## config.mk

```make
export PLATFORM = sky130hd
export DESIGN_NAME = seg_xlate_unit
export DESIGN_NICKNAME = d
export VERILOG_FILES = /design/src/rtl/segxl_pkg.sv /design/src/rtl/seg_table.sv /design/src/rtl/seg_req_stage.sv /design/src/rtl/seg_check.sv /design/src/rtl/seg_xlate_unit.sv
export SDC_FILE = /design/constraint.sdc
export NUM_CORES = 1
export LEC_CHECK = 0
export BUFFER_PORTS_ARGS = -buffer_cell sky130_fd_sc_hd__buf_4
export CAP_MARGIN = 10
export CORE_MARGIN = 5
export CORE_UTILIZATION = 23
export DETAILED_ROUTE_END_ITERATION = 10
export PLACE_DENSITY_LB_ADDON = 0.3
export SKIP_CTS_REPAIR_TIMING = 1
export SLEW_MARGIN = 20
export SYNTH_ARGS = -nofsm -noshare
export SYNTH_HDL_FRONTEND = slang
export SYNTH_SLANG_ARGS = --single-unit
```

## constraint.sdc

```tcl
create_clock -name clk -period 2.8 [get_ports clk]
set_input_delay 0.14 -clock clk [delete_from_list [all_inputs] [get_ports clk]]
set_output_delay 0.14 -clock clk [all_outputs]
set_load 0.02 [all_outputs]
```

## src/rtl/segxl_pkg.sv

```systemverilog
package segxl_pkg;
    typedef enum logic [0:0] {
        ST_IDLE  = 1'b0,
        ST_CHECK = 1'b1
    } xl_state_e;

    typedef enum logic [1:0] {
        VERD_OK     = 2'd0,
        VERD_MISS   = 2'd1,
        VERD_BOUNDS = 2'd2
    } verdict_e;
endpackage

```

## src/rtl/seg_table.sv

```systemverilog
module seg_table #(
    parameter int NUM_PROC = 4,
    parameter int NUM_SEG  = 4,
    parameter int PA_W     = 16,
    parameter int LEN_W    = 13
) (
    input  logic                        clk,
    input  logic                        rst_n,
    input  logic [$clog2(NUM_PROC)-1:0] wr_pid,
    input  logic [$clog2(NUM_SEG)-1:0]  wr_seg,
    input  logic                        wr_base_en,
    input  logic [PA_W-1:0]             wr_base,
    input  logic                        wr_len_en,
    input  logic [LEN_W-1:0]            wr_len,
    input  logic                        wr_pres_en,
    input  logic                        wr_pres,
    input  logic [$clog2(NUM_PROC)-1:0] rd_pid,
    input  logic [$clog2(NUM_SEG)-1:0]  rd_seg,
    output logic [PA_W-1:0]             rd_base,
    output logic [LEN_W-1:0]            rd_len,
    output logic                        rd_pres
);
    localparam int PID_W   = $clog2(NUM_PROC);
    localparam int SEG_W   = $clog2(NUM_SEG);
    localparam int IDX_W   = PID_W + SEG_W;
    localparam int ENTRIES = NUM_PROC * NUM_SEG;

    logic [PA_W-1:0]  base_q [ENTRIES];
    logic [LEN_W-1:0] len_q  [ENTRIES];
    logic             pres_q [ENTRIES];

    logic [IDX_W-1:0] wr_idx;
    logic [IDX_W-1:0] rd_idx;

    assign wr_idx = {wr_pid, wr_seg};
    assign rd_idx = {rd_pid, rd_seg};

    for (genvar e = 0; e < ENTRIES; e++) begin : g_entry
        logic hit;
        assign hit = (wr_idx == IDX_W'(e));

        always_ff @(posedge clk or negedge rst_n) begin
            if (!rst_n) begin
                base_q[e] <= '0;
            end else if (hit && wr_base_en) begin
                base_q[e] <= wr_base;
            end
        end

        always_ff @(posedge clk or negedge rst_n) begin
            if (!rst_n) begin
                len_q[e] <= '0;
            end else if (hit && wr_len_en) begin
                len_q[e] <= wr_len;
            end
        end

        always_ff @(posedge clk or negedge rst_n) begin
            if (!rst_n) begin
                pres_q[e] <= 1'b0;
            end else if (hit && wr_pres_en) begin
                pres_q[e] <= wr_pres;
            end
        end
    end

    always_comb begin
        rd_base = base_q[rd_idx];
        rd_len  = len_q[rd_idx];
        rd_pres = pres_q[rd_idx];
    end
endmodule

```

## src/rtl/seg_req_stage.sv

```systemverilog
module seg_req_stage #(
    parameter int OFF_W = 12,
    parameter int PA_W  = 16,
    parameter int LEN_W = 13
) (
    input  logic             clk,
    input  logic             rst_n,
    input  logic             capture,
    input  logic [OFF_W-1:0] in_off,
    input  logic [PA_W-1:0]  in_base,
    input  logic [LEN_W-1:0] in_len,
    input  logic             in_pres,
    output logic [OFF_W-1:0] q_off,
    output logic [PA_W-1:0]  q_base,
    output logic [LEN_W-1:0] q_len,
    output logic             q_pres
);
    always_ff @(posedge clk or negedge rst_n) begin
        if (!rst_n) begin
            q_off  <= '0;
            q_base <= '0;
            q_len  <= '0;
            q_pres <= 1'b0;
        end else if (capture) begin
            q_off  <= in_off;
            q_base <= in_base;
            q_len  <= in_len;
            q_pres <= in_pres;
        end
    end
endmodule

```

## src/rtl/seg_check.sv

```systemverilog
module seg_check
    import segxl_pkg::*;
#(
    parameter int OFF_W = 12,
    parameter int PA_W  = 16,
    parameter int LEN_W = 13
) (
    input  logic [OFF_W-1:0] off,
    input  logic [PA_W-1:0]  base,
    input  logic [LEN_W-1:0] len,
    input  logic             pres,
    output verdict_e         verdict,
    output logic [PA_W-1:0]  sum
);
    logic in_range;

    assign in_range = (LEN_W'(off) < len);
    assign sum      = base + PA_W'(off);

    always_comb begin
        if (!pres) begin
            verdict = VERD_MISS;
        end else if (!in_range) begin
            verdict = VERD_BOUNDS;
        end else begin
            verdict = VERD_OK;
        end
    end
endmodule

```

## src/rtl/seg_xlate_unit.sv

```systemverilog
module seg_xlate_unit
    import segxl_pkg::*;
#(
    parameter int NUM_PROC = 4,
    parameter int NUM_SEG  = 4,
    parameter int OFF_W    = 12,
    parameter int PA_W     = 16
) (
    input  logic                        clk,
    input  logic                        rst_n,
    input  logic                        req_valid,
    input  logic [$clog2(NUM_PROC)-1:0] req_pid,
    input  logic [$clog2(NUM_SEG)-1:0]  req_seg,
    input  logic [OFF_W-1:0]            req_off,
    input  logic [$clog2(NUM_PROC)-1:0] wr_pid,
    input  logic [$clog2(NUM_SEG)-1:0]  wr_seg,
    input  logic                        wr_base_en,
    input  logic [PA_W-1:0]             wr_base,
    input  logic                        wr_len_en,
    input  logic [OFF_W:0]              wr_len,
    input  logic                        wr_pres_en,
    input  logic                        wr_pres,
    output logic                        rsp_valid,
    output logic                        rsp_ok,
    output logic                        rsp_miss,
    output logic                        rsp_bounds,
    output logic [PA_W-1:0]             rsp_paddr
);
    localparam int LEN_W = OFF_W + 1;

    xl_state_e state_q, state_d;

    logic [PA_W-1:0]  tbl_base;
    logic [LEN_W-1:0] tbl_len;
    logic             tbl_pres;

    logic [OFF_W-1:0] cap_off;
    logic [PA_W-1:0]  cap_base;
    logic [LEN_W-1:0] cap_len;
    logic             cap_pres;

    verdict_e         verdict;
    logic [PA_W-1:0]  sum;

    seg_table #(
        .NUM_PROC (NUM_PROC),
        .NUM_SEG  (NUM_SEG),
        .PA_W     (PA_W),
        .LEN_W    (LEN_W)
    ) u_table (
        .clk        (clk),
        .rst_n      (rst_n),
        .wr_pid     (wr_pid),
        .wr_seg     (wr_seg),
        .wr_base_en (wr_base_en),
        .wr_base    (wr_base),
        .wr_len_en  (wr_len_en),
        .wr_len     (wr_len),
        .wr_pres_en (wr_pres_en),
        .wr_pres    (wr_pres),
        .rd_pid     (req_pid),
        .rd_seg     (req_seg),
        .rd_base    (tbl_base),
        .rd_len     (tbl_len),
        .rd_pres    (tbl_pres)
    );

    seg_req_stage #(
        .OFF_W (OFF_W),
        .PA_W  (PA_W),
        .LEN_W (LEN_W)
    ) u_stage (
        .clk     (clk),
        .rst_n   (rst_n),
        .capture (req_valid),
        .in_off  (req_off),
        .in_base (tbl_base),
        .in_len  (tbl_len),
        .in_pres (tbl_pres),
        .q_off   (cap_off),
        .q_base  (cap_base),
        .q_len   (cap_len),
        .q_pres  (cap_pres)
    );

    seg_check #(
        .OFF_W (OFF_W),
        .PA_W  (PA_W),
        .LEN_W (LEN_W)
    ) u_check (
        .off     (cap_off),
        .base    (cap_base),
        .len     (cap_len),
        .pres    (cap_pres),
        .verdict (verdict),
        .sum     (sum)
    );

    always_ff @(posedge clk or negedge rst_n) begin
        if (!rst_n) begin
            state_q <= ST_IDLE;
        end else begin
            state_q <= state_d;
        end
    end

    always_comb begin
        state_d = state_q;
        unique case (state_q)
            ST_IDLE:  state_d = req_valid ? ST_CHECK : ST_IDLE;
            ST_CHECK: state_d = req_valid ? ST_CHECK : ST_IDLE;
            default:  state_d = ST_IDLE;
        endcase
    end

    always_comb begin
        rsp_valid  = 1'b0;
        rsp_ok     = 1'b0;
        rsp_miss   = 1'b0;
        rsp_bounds = 1'b0;
        rsp_paddr  = '0;
        unique case (state_q)
            ST_IDLE: begin
                rsp_valid = 1'b0;
            end
            ST_CHECK: begin
                rsp_valid  = 1'b1;
                rsp_ok     = (verdict == VERD_OK);
                rsp_miss   = (verdict == VERD_MISS);
                rsp_bounds = (verdict == VERD_BOUNDS);
                rsp_paddr  = (verdict == VERD_OK) ? sum : '0;
            end
            default: begin
                rsp_valid = 1'b0;
            end
        endcase
    end
endmodule

```

* Word-level counts from Yosys, hierarchy flattened
Cells that the tools add are included.
Word-level totals: flip-flop bits (word level) 523
Operators by class: $add $sub $neg 1, magnitude comparators 2, equal/unequal tests 17, muxes and demuxes 18, bitwise operators 2, reductions and logical operators 50
Operators by type and width (number):
- 16-bit binary-select mux with 4-bit select | 1
- 16-bit two-way mux | 4
- 13-bit binary-select mux with 4-bit select | 1
- 1-bit logical AND | 48
- 4-bit equality test (second input constant) | 8
- 13-bit two-way mux | 2
- 16-bit by 12-bit adder with 16-bit output | 1
- 4-bit by 3-bit equality test with 1-bit output (second input constant) | 4
- 12-bit by 13-bit less-than comparator with 1-bit output | 1
- 4-bit by 2-bit equality test with 1-bit output (second input constant) | 2
- 1-bit two-way mux | 6
- 5-bit >= comparator (second input constant) | 1
- 4-bit NOT with 5-bit output | 1
- 1-bit binary-select mux with 4-bit select | 1
- 4-bit by 1-bit equality test with 1-bit output (second input constant) | 1
- 4-bit zero test | 1
- 2-bit two-way mux | 2
- 2-bit by 1-bit equality test with 1-bit output (second input constant) | 1
- 2-bit equality test (second input constant) | 1
- 2-bit zero test | 1
- 1-bit one-hot mux with 2 select lines | 1
- 1-bit NOT | 1

* Logic depth before layout (Yosys ltp)
word-level depth 6, gate-level depth with buffers 8, mapped depth without buffers 8

* Hierarchy
From an unflattened synthesis, not the netlist that was laid out.
Unflattened totals: cell total of the unflattened synthesis 1582, area total of the unflattened synthesis 24526.0 µm²
Modules (own cells, without submodules):
- seg_table | instances 1, cells an instance 1348, area each 21594.5 µm², sequential area each 12011.5 µm²
- seg_req_stage | instances 1, cells an instance 89, area each 1765.4 µm², sequential area each 1051.0 µm²
- seg_check | instances 1, cells an instance 122, area each 903.4 µm², sequential area each 0.0 µm²
- seg_xlate_unit | instances 1, cells an instance 23, area each 262.8 µm², sequential area each 25.0 µm²

* Least setup slack after synthesis
OpenSTA, ideal clock, no wires.
kind reg2out, start reg u_stage.q_off[0], end out rsp_paddr[14], data arrival time 2247 ps, data required time 2660 ps, path slack 413 ps, cell stages (with the launch flop) 9, buffers on the path 0, cells stage by stage dfrtp_1 > ha_1 > inv_1 > fa_1 > nor2b_1 > o31a_1 > a2111oi_1 > or4_1 > a21oi_1
On the way: cells in the longest elaborated chain, start to end 6, elaborated cells between the ends (all ways) 7
Ends and longest elaborated chain:
- from (decl) | line seg_req_stage.sv:13 | output logic [OFF_W-1:0] q_off,
- from (signal assigned) | line seg_req_stage.sv:25 | q_off <= in_off;
- 12-bit by 13-bit less-than comparator with 1-bit output | line seg_check.sv:17 | assign in_range = (LEN_W'(off) < len);
- 2-bit two-way mux | line seg_check.sv:23 | end else if (!in_range) begin
- 2-bit two-way mux | line seg_check.sv:21 | if (!pres) begin
- 2-bit zero test | line seg_xlate_unit.sv:131 | rsp_paddr = (verdict == VERD_OK) ? sum : '0;
- 16-bit two-way mux (*) | line seg_xlate_unit.sv:131
- 16-bit two-way mux (*) | line seg_xlate_unit.sv:122 | unique case (state_q)
- to (decl) | line seg_xlate_unit.sv:27 | output logic [PA_W-1:0] rsp_paddr
Mark *: on every way between the ends. The rest lies on a longest branch, timed or not.

* Final worst setup path
start reg u_stage.q_base[0], end out rsp_paddr[14]
On the way: cells in the longest elaborated chain, start to end 3
Ends and longest elaborated chain:
- from (decl) | line seg_req_stage.sv:14 | output logic [PA_W-1:0] q_base,
- from (signal assigned) | line seg_req_stage.sv:26 | q_base <= in_base;
- 16-bit by 12-bit adder with 16-bit output | line seg_check.sv:18 | assign sum = base + PA_W'(off);
- 16-bit two-way mux | line seg_xlate_unit.sv:131
- 16-bit two-way mux | line seg_xlate_unit.sv:122
No other way between the ends.

==> impl_metrics.ini <==
[timing]
setup_viol = 15
rsz0062_at_grt = yes
slew-limit-headroom = 0.407
layout_setup_ws_ns = -0.224
clock_skew_ns = 0.0505
clock.fmax_mhz = 331
fin_crit_sh = 1.08
slew_violations = 0
min_period_ns = 3.02
hold_viol_final = 0
worst_pin_slew_ns = 0.890

[synthesis]
synthTopCellsByArea = dfrtp_1 (54%), mux2_2 (23%), mux4_2 (11%), mux2i_1 (2.5%), ha_1 (1.2%)
synth.most_common_cell = dfrtp_1
yosys.area.top_type = dfrtp_1
ys_types = 56
ys_seq_area_frac = 0.535
netlist_top_cells_count = dfrtp_1 (523), mux2_2 (491), mux4_2 (120)
netlist_instances = 1612
synth_top_area_frac = 0.535
ys_async_sr_fraction = 1.00
avgSynthCellArea_um2 = 15.2
synth_nets = 1692
yosys_most_used_dff = dfrtp_1
synth_edf_count = 0
synth_area_mm2 = 0.0244
synth-seq-cells = 523
yosysWarnings = 0

[placement]
globalplace.congestion = 0.745
port_buffers = 75
dp_hpwl_um = 44500
dp_slack_ns = 0.251

[worst_setup_path]
path_buf_inv = 2
cp-end-kind = primary output
crit_path_cell_trace = ha_4, inv_2, fa_2, nor2b_2, o31a_1, a2111oi_4, or4_1, a21oi_2, buf_6
cp_top_family = simple AND/OR/NAND/NOR gates
arrival_ns = 2.88
crit_path_top_delay_cell = or4_1
required_ns = 2.66
worstReg2RegStart = u_table.base_q[10]
crit_path_start_kind = flop
slowest_delay_ns = 0.54
worstSetupPathType = flop to primary output
worstSetupStartpoint = u_stage.q_base[0]
crit_path_max_fanout = 2

[drt]
firstDrtPassIters = 5
vias_per_cell = 4.53
drc = 0
drt_iter0_markers = 745
vias = 14500
final_antenna_net_count = 0
wire_per_inst_um = 21.7
wl_um = 69700

[clock_network]
numCtsBuffers = 61
clock_latency_ns = 0.64
clkSinkCount = 523
root_buffer = clkbuf_16
cts_buffer_depth = 3
clk_pin_slew_ns = 0.06
cts_tree = built
htree_num_levels = 2

[global_route]
grt_pass1_vias = 15800
antenna_found_initial = 14
grt_usage = 0.122
grt_overflow_total = 0
grt_pass1_wl_um = 105000
grt_max_degree = 145

[pwr]
ir_drop_mv = 0.529
p_leak_nw = 12.4
powerDensity_mw_per_mm2 = 773
finalPower_w = 0.0231

[status]
outcome = complete, but fails checks
violations = setup timing

[cells_and_area]
area_growth_pct = 22.2
num-nets-final = 1835
fill_cells = 10600
multiInputGateArea_mm2 = 0.0110
drive_above_1_share = 0.519
ff_latch_area_mm2 = 0.0131

[min_path]
hp-class = input port to flop
hp-start = wr_pres_en

[floorplanning]
boundaryPins = 76
core_mm2 = 0.105
die_x_um = 336
start_util = 0.232
row_count = 119
design.die.area_mm2 = 0.113
die_h_um = 336

[job]
cap_violations = 0
[area by class of cell]
| type | instances | share of cell area |
|---|---|---|
| multi-input combinational | 954 | 0.369 |
| tap | 1391 | 0.0583 |
| sequential | 523 | 0.438 |
| clock buffer | 88 | 0.0602 |
| timing repair buffer | 198 | 0.0612 |
| inverter | 17 | 0.00222 |
| clock inverter | 24 | 0.00951 |
| antenna | 12 | 0.00101 |
[kinds of logic after synthesis]
family	count (synthesis)	share of synthesized area
AOI/OAI and AO/OA	95	0.0280
xor gates and xnor gates	4	0.00143
adders and majority gates	24	0.0126
buffers and inverters	135	0.0259
DFF	523	0.535
muxes	673	0.362
and+or+nand+nor	158	0.0345
[layer usage]
layer	GRT usage	wire length, µm	vias to the layer above
met4	0.0289	1670	2
met5	0	13	-
met1	0.165	31700	7877
met2	0.203	33400	228
met3	0.0256	2960	101
li1	-	-	6306
[placed cells by master, fill, tap and decap left out, types with 4 or more instances in the layout]
master	count
nor3_2	4
a21o_1	5
mux4_2	120
o221ai_1	19
clkbuf_8	18
clkbuf_1	10
a21oi_1	9
ha_1	13
o21ai_0	17
buf_12	14
nor2_4	7
nand2_1	24
bufinv_16	4
clkinv_2	15
mux2i_1	62
nor2_2	12
o22a_1	13
dfrtp_1	520
buf_6	9
diode_2	12
and2_1	4
nor2_1	40
buf_4	128
clkbuf_16	61
ha_4	9
nand3_1	13
dlygate4sd3_1	44
nand4b_1	4
mux2_2	491
o21a_1	4
inv_1	13
a31oi_2	4
nand2b_1	22
nor2b_1	4
a21oi_2	4
[registers in the layout, summed over array words and instances, names as in the netlist]
| signal | count |
|---|---|
| u_stage.q_base | 16 |
| state_q | 1 |
| u_stage.q_len | 13 |
| u_stage.q_pres | 1 |
| u_stage.q_off | 12 |
| u_table.pres_q | 16 |
| u_table.len_q | 208 |
| u_table.base_q | 256 |
[metrics by stage]
stage	TNS (ns)	hold WS [ns]	area (µm²)	util	cells
after floorplan	0	-0.156	24400	-	1612
after global placement	0	-0.0149	26900	0.255	3027
after detailed placement	0	-0.0121	26900	0.255	3027
after CTS	-5.68	-0.717	28900	0.275	3139
after global routing	-3.32	0.0136	29800	0.283	3199
final	-1.42	0.0257	29900	0.283	3207
[power breakdown]
group / internal (W) / switching [W]
Sequential: 0.00930 / 0.000897
Clock: 0.00483 / 0.00329
Combinational: 0.00275 / 0.00203
[tightest hold or removal path: cells and delay by family]
family / cells / cell delay (ns)
AND/OR/NAND/NOR: 2 / 0.22
buffers and inverters: 1 / 0.11
multiplexers: 1 / 0.15
[worst paths after layout]
kind	slack [ns]	end	depth (start not counted)
worst max register to register	1.02	u_stage.q_base[10]	3
worst min register to register	0.50	u_table.len_q[169]	1
worst max-delay path	-0.22	rsp_paddr[14]	9
max in group asynchronous	1.73	state_q	3
min in group asynchronous	0.18	u_stage.q_base[15]	3
worst min-delay path	0.03	u_table.pres_q[13]	4
(Power assumes the default switching activity.)
